==> config.mk <==
export PLATFORM = sky130hd
export DESIGN_NAME = bfc_engine
export DESIGN_NICKNAME = d
export VERILOG_FILES = /design/src/rtl/bfc_pkg.sv /design/src/rtl/bfc_cfg.sv /design/src/rtl/bfc_port.sv /design/src/rtl/bfc_engine.sv
export SDC_FILE = /design/constraint.sdc
export NUM_CORES = 1
export LEC_CHECK = 0
export CAP_MARGIN = 20
export CORE_AREA = 2 2 199 201
export DETAILED_ROUTE_END_ITERATION = 10
export DIE_AREA = 0 0 201 203
export PLACE_DENSITY = 0.73
export SLEW_MARGIN = 30
export SYNTH_ARGS = -nofsm -noshare
export SYNTH_HDL_FRONTEND = slang
export SYNTH_HIERARCHICAL = 1
export SYNTH_SLANG_ARGS = --single-unit
==> constraint.sdc <==
create_clock -name clk -period 2.3 [get_ports clk]
set_clock_uncertainty 0.05 [all_clocks]
set_input_delay 0.46 -clock clk [delete_from_list [all_inputs] [get_ports clk]]
set_output_delay 0.46 -clock clk [all_outputs]
set_load 0.005 [all_outputs]
==> src/rtl/bfc_pkg.sv <==
// Shared constants and types for the buffer-threshold flow control engine.
// Assumes 8-bit thresholds packed into one 16-bit configuration word.
package bfc_pkg;

    localparam int THR_W = 8;

    // Threshold word layout: lower threshold in the high byte, upper in the low byte.
    typedef struct packed {
        logic [THR_W-1:0] lo;
        logic [THR_W-1:0] hi;
    } thr_cfg_t;

    localparam logic [THR_W-1:0] THR_HI_RST = 8'd64;
    localparam logic [THR_W-1:0] THR_LO_RST = 8'h28;
    localparam thr_cfg_t         THR_RST    = '{lo: THR_LO_RST, hi: THR_HI_RST};

    localparam logic [15:0] PAUSE_MAX_TIME = 16'h0FFF;

endpackage

==> src/rtl/bfc_cfg.sv <==
// Configuration holder: the threshold word (run-time writable) and the two
// mode enables captured from strap inputs while reset is asserted.
// Assumes the strap inputs are stable around the reset release.
module bfc_cfg
    import bfc_pkg::*;
(
    input  logic              clk,
    input  logic              rst_n,
    input  logic              fc_en_strap,
    input  logic              bp_en_strap,
    input  logic              cfg_we,
    input  logic [15:0]       cfg_wdata,
    output logic              fc_en,
    output logic              bp_en,
    output logic [THR_W-1:0]  thr_hi,
    output logic [THR_W-1:0]  thr_lo
);

    thr_cfg_t thr_q;
    logic     fc_en_q;
    logic     bp_en_q;

    // Capture straps during reset, hold them afterwards.
    always_ff @(posedge clk) begin
        if (!rst_n) begin
            fc_en_q <= fc_en_strap;
            bp_en_q <= bp_en_strap;
        end
    end

    // Threshold word: reset defaults, loaded on a write strobe.
    always_ff @(posedge clk) begin
        if (!rst_n) begin
            thr_q <= THR_RST;
        end else if (cfg_we) begin
            thr_q <= thr_cfg_t'(cfg_wdata);
        end
    end

    assign fc_en  = fc_en_q;
    assign bp_en  = bp_en_q;
    assign thr_hi = thr_q.hi;
    assign thr_lo = thr_q.lo;


    thr_load_chk: assert property (@(posedge clk) disable iff (!rst_n)
        cfg_we |=> ({thr_lo, thr_hi} == $past(cfg_wdata)));


    strap_hold_chk: assert property (@(posedge clk) disable iff (!rst_n)
        $past(rst_n) |-> ($stable(fc_en) && $stable(bp_en)));

endmodule

==> src/rtl/bfc_port.sv <==
// Per-port flow control decision logic.
// Full duplex: hysteresis on the in-use count and PAUSE requests (0xFFF on
// entry, 0 on exit), each held until acknowledged.
// Half duplex: the same hysteresis drives a backpressure state that jams on
// carrier. Also flags drops when backpressure is off and the pool is empty.
// Assumes the lower threshold is set below the upper one.
module bfc_port
    import bfc_pkg::*;
#(
    parameter int CNT_W = 8,
    parameter int PT_W  = 16
) (
    input  logic              clk,
    input  logic              rst_n,
    input  logic              fc_en,
    input  logic              bp_en,
    input  logic [THR_W-1:0]  thr_hi,
    input  logic [THR_W-1:0]  thr_lo,
    input  logic [CNT_W-1:0]  cnt,
    input  logic              pool_empty,
    input  logic              dup_in,
    input  logic              crs,
    input  logic              ack,
    output logic              req,
    output logic [PT_W-1:0]   ptime,
    output logic              jam,
    output logic              drop
);

    localparam logic [PT_W-1:0] PT_MAX = PT_W'(PAUSE_MAX_TIME);

    logic dup_q;    // duplex seen at the last edge
    logic cong_q;   // port is above the hysteresis band
    logic pend_q;   // PAUSE request waiting for the MAC
    logic xon_q;    // pending request is the zero-time (resume) kind
    logic drop_q;

    logic at_hi;
    logic at_lo;

    // Threshold comparisons against the in-use count.
    always_comb begin
        at_hi = (cnt >= CNT_W'(thr_hi));
        at_lo = (cnt <= CNT_W'(thr_lo));
    end

    // Congestion state, pending request and duplex tracking.
    always_ff @(posedge clk) begin
        if (!rst_n) begin
            dup_q  <= dup_in;
            cong_q <= 1'b0;
            pend_q <= 1'b0;
            xon_q  <= 1'b0;
        end else if (dup_in != dup_q) begin
            dup_q  <= dup_in;
            cong_q <= 1'b0;
            pend_q <= 1'b0;
            xon_q  <= 1'b0;
        end else if (pend_q) begin
            if (ack) begin
                pend_q <= 1'b0;
            end
        end else if (dup_q) begin
            if (fc_en) begin
                if (!cong_q && at_hi) begin
                    cong_q <= 1'b1;
                    pend_q <= 1'b1;
                    xon_q  <= 1'b0;
                end else if (cong_q && at_lo) begin
                    cong_q <= 1'b0;
                    pend_q <= 1'b1;
                    xon_q  <= 1'b1;
                end
            end
        end else if (bp_en) begin
            if (!cong_q && at_hi) begin
                cong_q <= 1'b1;
            end else if (cong_q && at_lo) begin
                cong_q <= 1'b0;
            end
        end
    end

    // Drop flag when the pool is exhausted and backpressure is off.
    always_ff @(posedge clk) begin
        if (!rst_n) begin
            drop_q <= 1'b0;
        end else begin
            drop_q <= !bp_en && pool_empty && crs;
        end
    end

    // Output decode.
    always_comb begin
        req   = pend_q;
        ptime = pend_q ? (xon_q ? '0 : PT_MAX) : '0;
        jam   = !dup_q && bp_en && cong_q && crs;
        drop  = drop_q;
    end


    req_hold_chk: assert property (@(posedge clk) disable iff (!rst_n)
        (req && !ack && (dup_in == dup_q)) |=> (req && $stable(ptime)));


    dup_clear_chk: assert property (@(posedge clk) disable iff (!rst_n)
        (dup_in != dup_q) |=> (!req && !cong_q));


    jam_excl_chk: assert property (@(posedge clk) disable iff (!rst_n)
        jam |-> (!req && crs && bp_en));


    xon_after_xoff_chk: assert property (@(posedge clk) disable iff (!rst_n)
        (req && (ptime == '0)) |-> !cong_q);


    xoff_state_chk: assert property (@(posedge clk) disable iff (!rst_n)
        (req && (ptime != '0)) |-> (cong_q && dup_q));


    fc_off_chk: assert property (@(posedge clk) disable iff (!rst_n)
        req |-> fc_en);


    drop_mode_chk: assert property (@(posedge clk) disable iff (!rst_n)
        drop |-> !bp_en);

endmodule

==> src/rtl/bfc_engine.sv <==
// Top of the buffer-threshold flow control engine: one configuration holder
// shared by a generated array of per-port deciders.
// Assumes inuse_cnt and free_cnt are synchronous to clk.
module bfc_engine
    import bfc_pkg::*;
#(
    parameter int NPORTS = 16,
    parameter int CNT_W  = 8,
    parameter int FREE_W = 12,
    parameter int PT_W   = 16
) (
    input  logic                   clk,
    input  logic                   rst_n,
    input  logic                   fc_en_strap,
    input  logic                   bp_en_strap,
    input  logic                   cfg_we,
    input  logic [15:0]            cfg_wdata,
    input  logic [NPORTS*CNT_W-1:0] inuse_cnt,
    input  logic [FREE_W-1:0]      free_cnt,
    input  logic [NPORTS-1:0]      full_duplex,
    input  logic [NPORTS-1:0]      carrier,
    input  logic [NPORTS-1:0]      pause_ack,
    output logic [NPORTS-1:0]      pause_req,
    output logic [NPORTS*PT_W-1:0] pause_time,
    output logic [NPORTS-1:0]      jam_req,
    output logic [NPORTS-1:0]      drop_rx
);

    logic             fc_en;
    logic             bp_en;
    logic [THR_W-1:0] thr_hi;
    logic [THR_W-1:0] thr_lo;
    logic             pool_empty;

    // Shared pool exhaustion flag.
    assign pool_empty = (free_cnt == '0);

    bfc_cfg u_cfg (
        .clk         (clk),
        .rst_n       (rst_n),
        .fc_en_strap (fc_en_strap),
        .bp_en_strap (bp_en_strap),
        .cfg_we      (cfg_we),
        .cfg_wdata   (cfg_wdata),
        .fc_en       (fc_en),
        .bp_en       (bp_en),
        .thr_hi      (thr_hi),
        .thr_lo      (thr_lo)
    );

    for (genvar p = 0; p < NPORTS; p++) begin : g_port
        bfc_port #(
            .CNT_W (CNT_W),
            .PT_W  (PT_W)
        ) u_port (
            .clk        (clk),
            .rst_n      (rst_n),
            .fc_en      (fc_en),
            .bp_en      (bp_en),
            .thr_hi     (thr_hi),
            .thr_lo     (thr_lo),
            .cnt        (inuse_cnt[p*CNT_W +: CNT_W]),
            .pool_empty (pool_empty),
            .dup_in     (full_duplex[p]),
            .crs        (carrier[p]),
            .ack        (pause_ack[p]),
            .req        (pause_req[p]),
            .ptime      (pause_time[p*PT_W +: PT_W]),
            .jam        (jam_req[p]),
            .drop       (drop_rx[p])
        );
    end


    quiet_after_reset_chk: assert property (@(posedge clk)
        !rst_n |=> ((pause_req == '0) && (jam_req == '0) && (drop_rx == '0)));

endmodule

==> impl_metrics.json, run 1 <==
{
  "status": "finished clean",
  "min_to": "g_port[11].u_port/req$_SDFF_PP0_",
  "fmax_ghz": 0.449,
  "finalCritPeriodShare": 0.968,
  "nets": 2413,
  "r2r-end": "g_port[10].u_port/req$_SDFF_PP0_",
  "postRouteAntennaNets": 0,
  "die-area_um2": 40800,
  "drcViolationCount": 0,
  "cts_buffer_depth": 2,
  "drive_gt1_frac": 0.0860,
  "cap_violations": 0,
  "die_w_um": 201,
  "yosys_warnings": 6,
  "arrival_ps": 1720,
  "r2r_setup_slack_ps": 170,
  "clk_latency_ps": 380,
  "grt_usage": 0.209,
  "clock-root-buffer": "clkbuf_16",
  "clk_pin_slew_worst_paths_ps": 70,
  "routedWlPerCell_um": 17.7,
  "wl_mm": 43.7,
  "synth_cells": 1626,
  "max-vdd-ir-drop_uv": 351,
  "clock_sinks": 98,
  "drt_first_pass_iters": 5,
  "h-tree-depth": 3,
  "crit_fanout": 16,
  "crit_required_ps": 1790,
  "post-dp-hpwl_mm": 33.4,
  "avgViaCountPerCell": 4.90,
  "grt_max_degree": 37,
  "path_class": "reg2out",
  "tns_ps": 0,
  "drv_slew": 0,
  "syn_area_per_cell_um2": 7.83,
  "hold_viol_final": 0,
  "port_buffers": 448,
  "synth_area_um2": 12700,
  "cp-end-kind": "primary output",
  "fin_crit_ps": 2230,
  "rows": 72,
  "die_h_um": 203,
  "hp-class": "reg2reg",
  "ys_types": 32,
  "grt_pass1_wl_mm": 65.6,
  "p_leak_nw": 7.84,
  "power.density_nw_per_um2": 366,
  "num_vias": 12100,
  "seqCellArea_um2": 2160,
  "post-route-util": 0.446,
  "multiInputGateArea_um2": 7880,
  "rsz0062_at_grt": "true",
  "ff2ff_path_depth": 9,
  "reg2reg_from": "u_cfg/thr_lo[5]$_SDFFE_PN1P_",
  "cts_tree": "built",
  "fp.coreArea_um2": 38500,
  "cts_hold_buf": 0,
  "initial_core_util": 0.331,
  "holdPathStages": 2,
  "synth-seq-cells": 98,
  "setup_viol": 0,
  "hold_start": "g_port[11].u_port/req$_SDFF_PP0_",
  "antenna_found_initial": 4,
  "cts_buffers": 9,
  "grt_overflow": 0,
  "area_growth_pct": 34.7,
  "grt_pass1_vias": 12100,
  "fillerInstances": 3778,
  "place_congestion": 0.864,
  "seq_area_frac_synth": 0.168,
  "pin_count": 513,
  "drt_iter0_drc": 444,
  "start_kind": "flip-flop"
}
placed cells by master, fill, tap and decap left out, types with 18 or more instances in the layout:
cell             instances
clkdlybuf4s50_1        433
inv_1                  273
ha_1                   256
a21oi_1                112
nand2_1                 99
dfxtp_1                 70
o21ai_1                 64
conb_1                  64
a21o_1                  48
nand3_1                 48
nand4_1                 48
buf_4                   45
nor2b_1                 32
a21oi_2                 32
nand2b_1                32
nor2_1                  29
nor3_1                  29
edfxtp_1                18
flip-flops by register name (all words and copies together), names as in the netlist:
register	cells
g_port.u_port/req	16
u_cfg/thr_hi	8
g_port.u_port/xon_q	16
g_port.u_port/cong_q	16
u_cfg/bp_en	1
u_cfg/thr_lo	8
u_cfg/fc_en	1
g_port.u_port/drop	16
g_port.u_port/dup_q	16
layer usage:
layer | GRT usage | vias to the layer above | part of all wire
li1 | - | 5897 | -
met1 | 0.252 | 5609 | 0.43
met2 | 0.365 | 496 | 0.47
met3 | 0.0366 | 108 | 0.056
met4 | 0.0897 | 0 | 0.043
met5 | 0 | - | 0
cell families after synthesis:
family	Yosys count	share of synthesized area
buffers and inverters	532	0.229
AND/OR/NAND/NOR	372	0.164
AO/OA/AOI/OAI	320	0.159
adder cells (fa/ha/maj)	256	0.251
flip-flops	98	0.168
other	16	0.00472
XOR/XNOR	16	0.0110
multiplexers	16	0.0126
area by class of cell:
type	count	area share
clock buffer	11	0.0148
sequential	98	0.126
tap	518	0.0378
clock inverter	5	0.00226
antenna	1	0.000146
timing repair buffer	506	0.297
multi-input combinational	1044	0.459
inverter	289	0.0632
cells in the mapped netlist:
master	instances	area [um^2]
buf_4	240	1800
buf_12	1	20.0
a21oi_2	32	280
a211oi_2	16	200
and3_1	1	6.26
a21o_1	48	360
conb_1	16	60.1
a31oi_1	16	100
mux2i_1	16	160
nand2_1	99	372
buf_2	1	5.00
or3b_1	16	140
nor2_1	29	109
nor4_1	3	18.8
a21oi_1	112	561
inv_1	273	1020
nand3_1	48	240
nor2b_1	32	200
and4_1	16	140
nand4_1	48	300
o21ai_0	16	80.1
o211ai_1	16	120
nor4_2	16	200
ha_1	256	3200
xnor2_1	16	140
edfxtp_1	18	541
nor3_1	32	160
dfxtp_1	80	1600
buf_6	1	11.3
inv_2	16	60.1
nand2b_1	32	200
o21ai_1	64	320
critical path, cell delays in order, from the launching register on:
cell,delay [ps]
edfxtp_1,390
buf_12,210
nand2_1,70
nor3_1,140
clkdlybuf4s50_1,530
metrics by stage:
stage	cell area (um^2)	worst slack (ps)	std cells	hold slack (ps)	power (W)
6_report	17200	73.2	2472	451	0.00628
3_3_place_gp	16700	-239	2450	453	0.00453
5_1_grt	17200	-6.03	2472	440	0.00674
4_1_cts	17100	5.03	2469	416	0.00636
2_1_floorplan	12900	387	1674	439	0.00359
3_5_place_dp	16700	-239	2450	460	0.00465
power by group:
part	internal, W	switching [W]	total [W]
combinational	0.00134	0.00135	0.00269
sequential	0.00184	0.000118	0.00196
clock	0.000817	0.000810	0.00163
what timing repair did:
| action | CTS | global route |
|---|---|---|
| buffers inserted | 2 | 2 |
| gates cloned | 1 | 0 |
| gates resized for setup | 9 | 20 |
| setup endpoints to repair | 13 | 100 |
worst max path at each step:
| stage | from | endpoint | slack (ps) | cells after the start |
|---|---|---|---|---|
| finish | u_cfg/bp_en$_DFFE_PN_ | jam_req[5] | 70 | 4 |
| detailed placement | carrier[13] | jam_req[13] | -240 | 4 |
| global route | g_port[14].u_port/req$_SDFF_PP0_ | pause_time[226] | -6 | 4 |
| floorplan | u_cfg/thr_lo[3]$_SDFFE_PN1P_ | g_port[0].u_port/cong_q$_SDFFE_PP0P_ | 390 | 7 |
| global placement | carrier[13] | jam_req[13] | -240 | 4 |
| CTS | u_cfg/bp_en$_DFFE_PN_ | jam_req[12] | 5 | 4 |
No activity file was read; power rests on OpenSTA's default activity.
==> run 2, diff against run 1 <==
- TNS_END_PERCENT: default -> 10
==> run 2 against run 1 <==
- routed wire length hardly changed
- register-to-register slack is essentially flat
- sequential share of layout area is essentially flat
- critical endpoint is now jam_req[0]
- combinational power hardly changed
- largest cell class unchanged
- fmax is 0.97% higher
- sequential power about the same
- critical path depth stayed put
- largest power group unchanged
==> impl_metrics.json, run 2 (synthesis results as in run 1) <==
{
  "final_common_cell": "clkdlybuf4s50_1",
  "initial_core_util": 0.331,
  "r2r_setup_slack_ps": 170,
  "status": "finished clean",
  "timing.hold.ws_ps": 451,
  "holdPathStages": 2,
  "grt_usage": 0.209,
  "p_leak_nw": 7.74,
  "hold_viol_final": 0,
  "rows": 72,
  "cts_buffers": 9,
  "grt_pass1_wl_mm": 65.5,
  "setup_viol": 0,
  "reg2reg_from": "u_cfg/thr_lo[5]$_SDFFE_PN1P_",
  "path_class": "reg2out",
  "wl_met3_mm": 2.86,
  "antenna_found_initial": 4,
  "ff2ff_path_depth": 9,
  "fp.coreArea_um2": 38500,
  "dpl.cell_count": 2450,
  "crit_fanout": 13,
  "drt_iter0_drc": 496,
  "postRouteAntennaNets": 0,
  "tns_ps": 0,
  "clock-root-buffer": "clkbuf_16",
  "num_vias": 12100,
  "routedWlPerCell_um": 17.7,
  "cts_buffer_depth": 2,
  "cts_tree": "built",
  "cp-end-kind": "primary output",
  "grt_overflow": 0,
  "clk_latency_ps": 380,
  "port_buffers": 448,
  "crit_required_ps": 1790,
  "die_w_um": 201,
  "finalCritPeriodShare": 0.959,
  "h-tree-depth": 3,
  "post-dp-hpwl_mm": 33.4,
  "die_h_um": 203,
  "area_growth_pct": 34.5,
  "clock_sinks": 98,
  "top_layer": "met4",
  "cts_hold_buf": 0,
  "r2r-end": "g_port[6].u_port/req$_SDFF_PP0_",
  "rsz0062_at_grt": "true",
  "clk_pin_slew_worst_paths_ps": 70,
  "met1Wirelength_mm": 18.3,
  "max-vdd-ir-drop_uv": 349,
  "cap_violations": 0,
  "hp-class": "reg2reg",
  "place_congestion": 0.864,
  "power.density_nw_per_um2": 367,
  "start_kind": "flip-flop",
  "fin_crit_ps": 2210,
  "wl_mm": 43.7,
  "wl_met2_mm": 20.7,
  "startpoint": "u_cfg/bp_en$_DFFE_PN_",
  "p_total_w": 0.00629,
  "drive_gt1_frac": 0.0855,
  "grt_pass1_vias": 12100,
  "fmax_ghz": 0.453,
  "layout_common_cells": "437 x clkdlybuf4s50_1, 273 x inv_1, 256 x ha_1, 112 x a21oi_1, 99 x nand2_1",
  "hold_start": "g_port[11].u_port/req$_SDFF_PP0_",
  "drcViolationCount": 0,
  "grt_max_degree": 37,
  "drv_slew": 0,
  "avgViaCountPerCell": 4.90,
  "fillerInstances": 3776,
  "stdcell_count": 2472,
  "drt_first_pass_iters": 5,
  "die-area_um2": 40800,
  "arrival_ps": 1700,
  "nets": 2413,
  "min_to": "g_port[11].u_port/req$_SDFF_PP0_",
  "post-route-util": 0.445,
  "pin_count": 513
}
## run 2: cell count changes in the layout (fill, tap and decap cells not counted)
cell,previous run,this run
dlygate4sd2_1,8,10
nor3_1,29,30
clkdlybuf4s50_1,433,437
dlymetal6s2s_1,6,0
nor3_2,3,2
## run 2: worst max-delay path, cell delays in order (launching register included)
cell and delay (ps):
edfxtp_1 390, buf_12 180, nand2_1 70, nor3_1 130
clkdlybuf4s50_1 540
## run 2: worst max path at each step
stage,slack [ps],to,cells after the start
3_3_place_gp,-240,jam_req[13],4
5_1_grt,-6,g_port[6].u_port/req$_SDFF_PP0_,9
2_1_floorplan,390,g_port[0].u_port/cong_q$_SDFFE_PP0P_,7
4_1_cts,10,pause_time[153],4
3_5_place_dp,-240,jam_req[13],4
6_report,90,jam_req[0],4
## run 2: power breakdown
part           switching [W]  internal (W)  total [W]
Clock               0.000821      0.000818    0.00164
Sequential          0.000117       0.00184    0.00196
Combinational        0.00135       0.00134    0.00269
Total                0.00229       0.00400    0.00629
## run 2: routing by layer
layer / global-route usage / vias to the layer above
li1: - / 5896
met1: 0.252 / 5585
met2: 0.365 / 526
met3: 0.0366 / 105
met4: 0.0897 / 0
met5: 0 / -
## run 2: through the flow
stage	instance area, um^2	worst slack, ps
2_1_floorplan	12900	387
3_3_place_gp	16700	-239
3_5_place_dp	16700	-239
4_1_cts	17100	10.9
5_1_grt	17100	-5.54
6_report	17100	94.6
## run 2: area by class of cell
type	count	area, um^2	share of cell area
clock buffer	11	254	0.0148
multi-input combinational	1044	7870	0.460
antenna	1	2.50	0.000146
tap	518	648	0.0378
timing repair buffer	506	5070	0.296
clock inverter	5	38.8	0.00226
inverter	289	1080	0.0633
sequential	98	2160	0.126
## run 2: timing repair
item | in CTS | in global routing
setup buffers | 1 | 3
endpoints found under the setup margin | 13 | 98
gates resized for setup | 11 | 13
cloned | 1 | 0
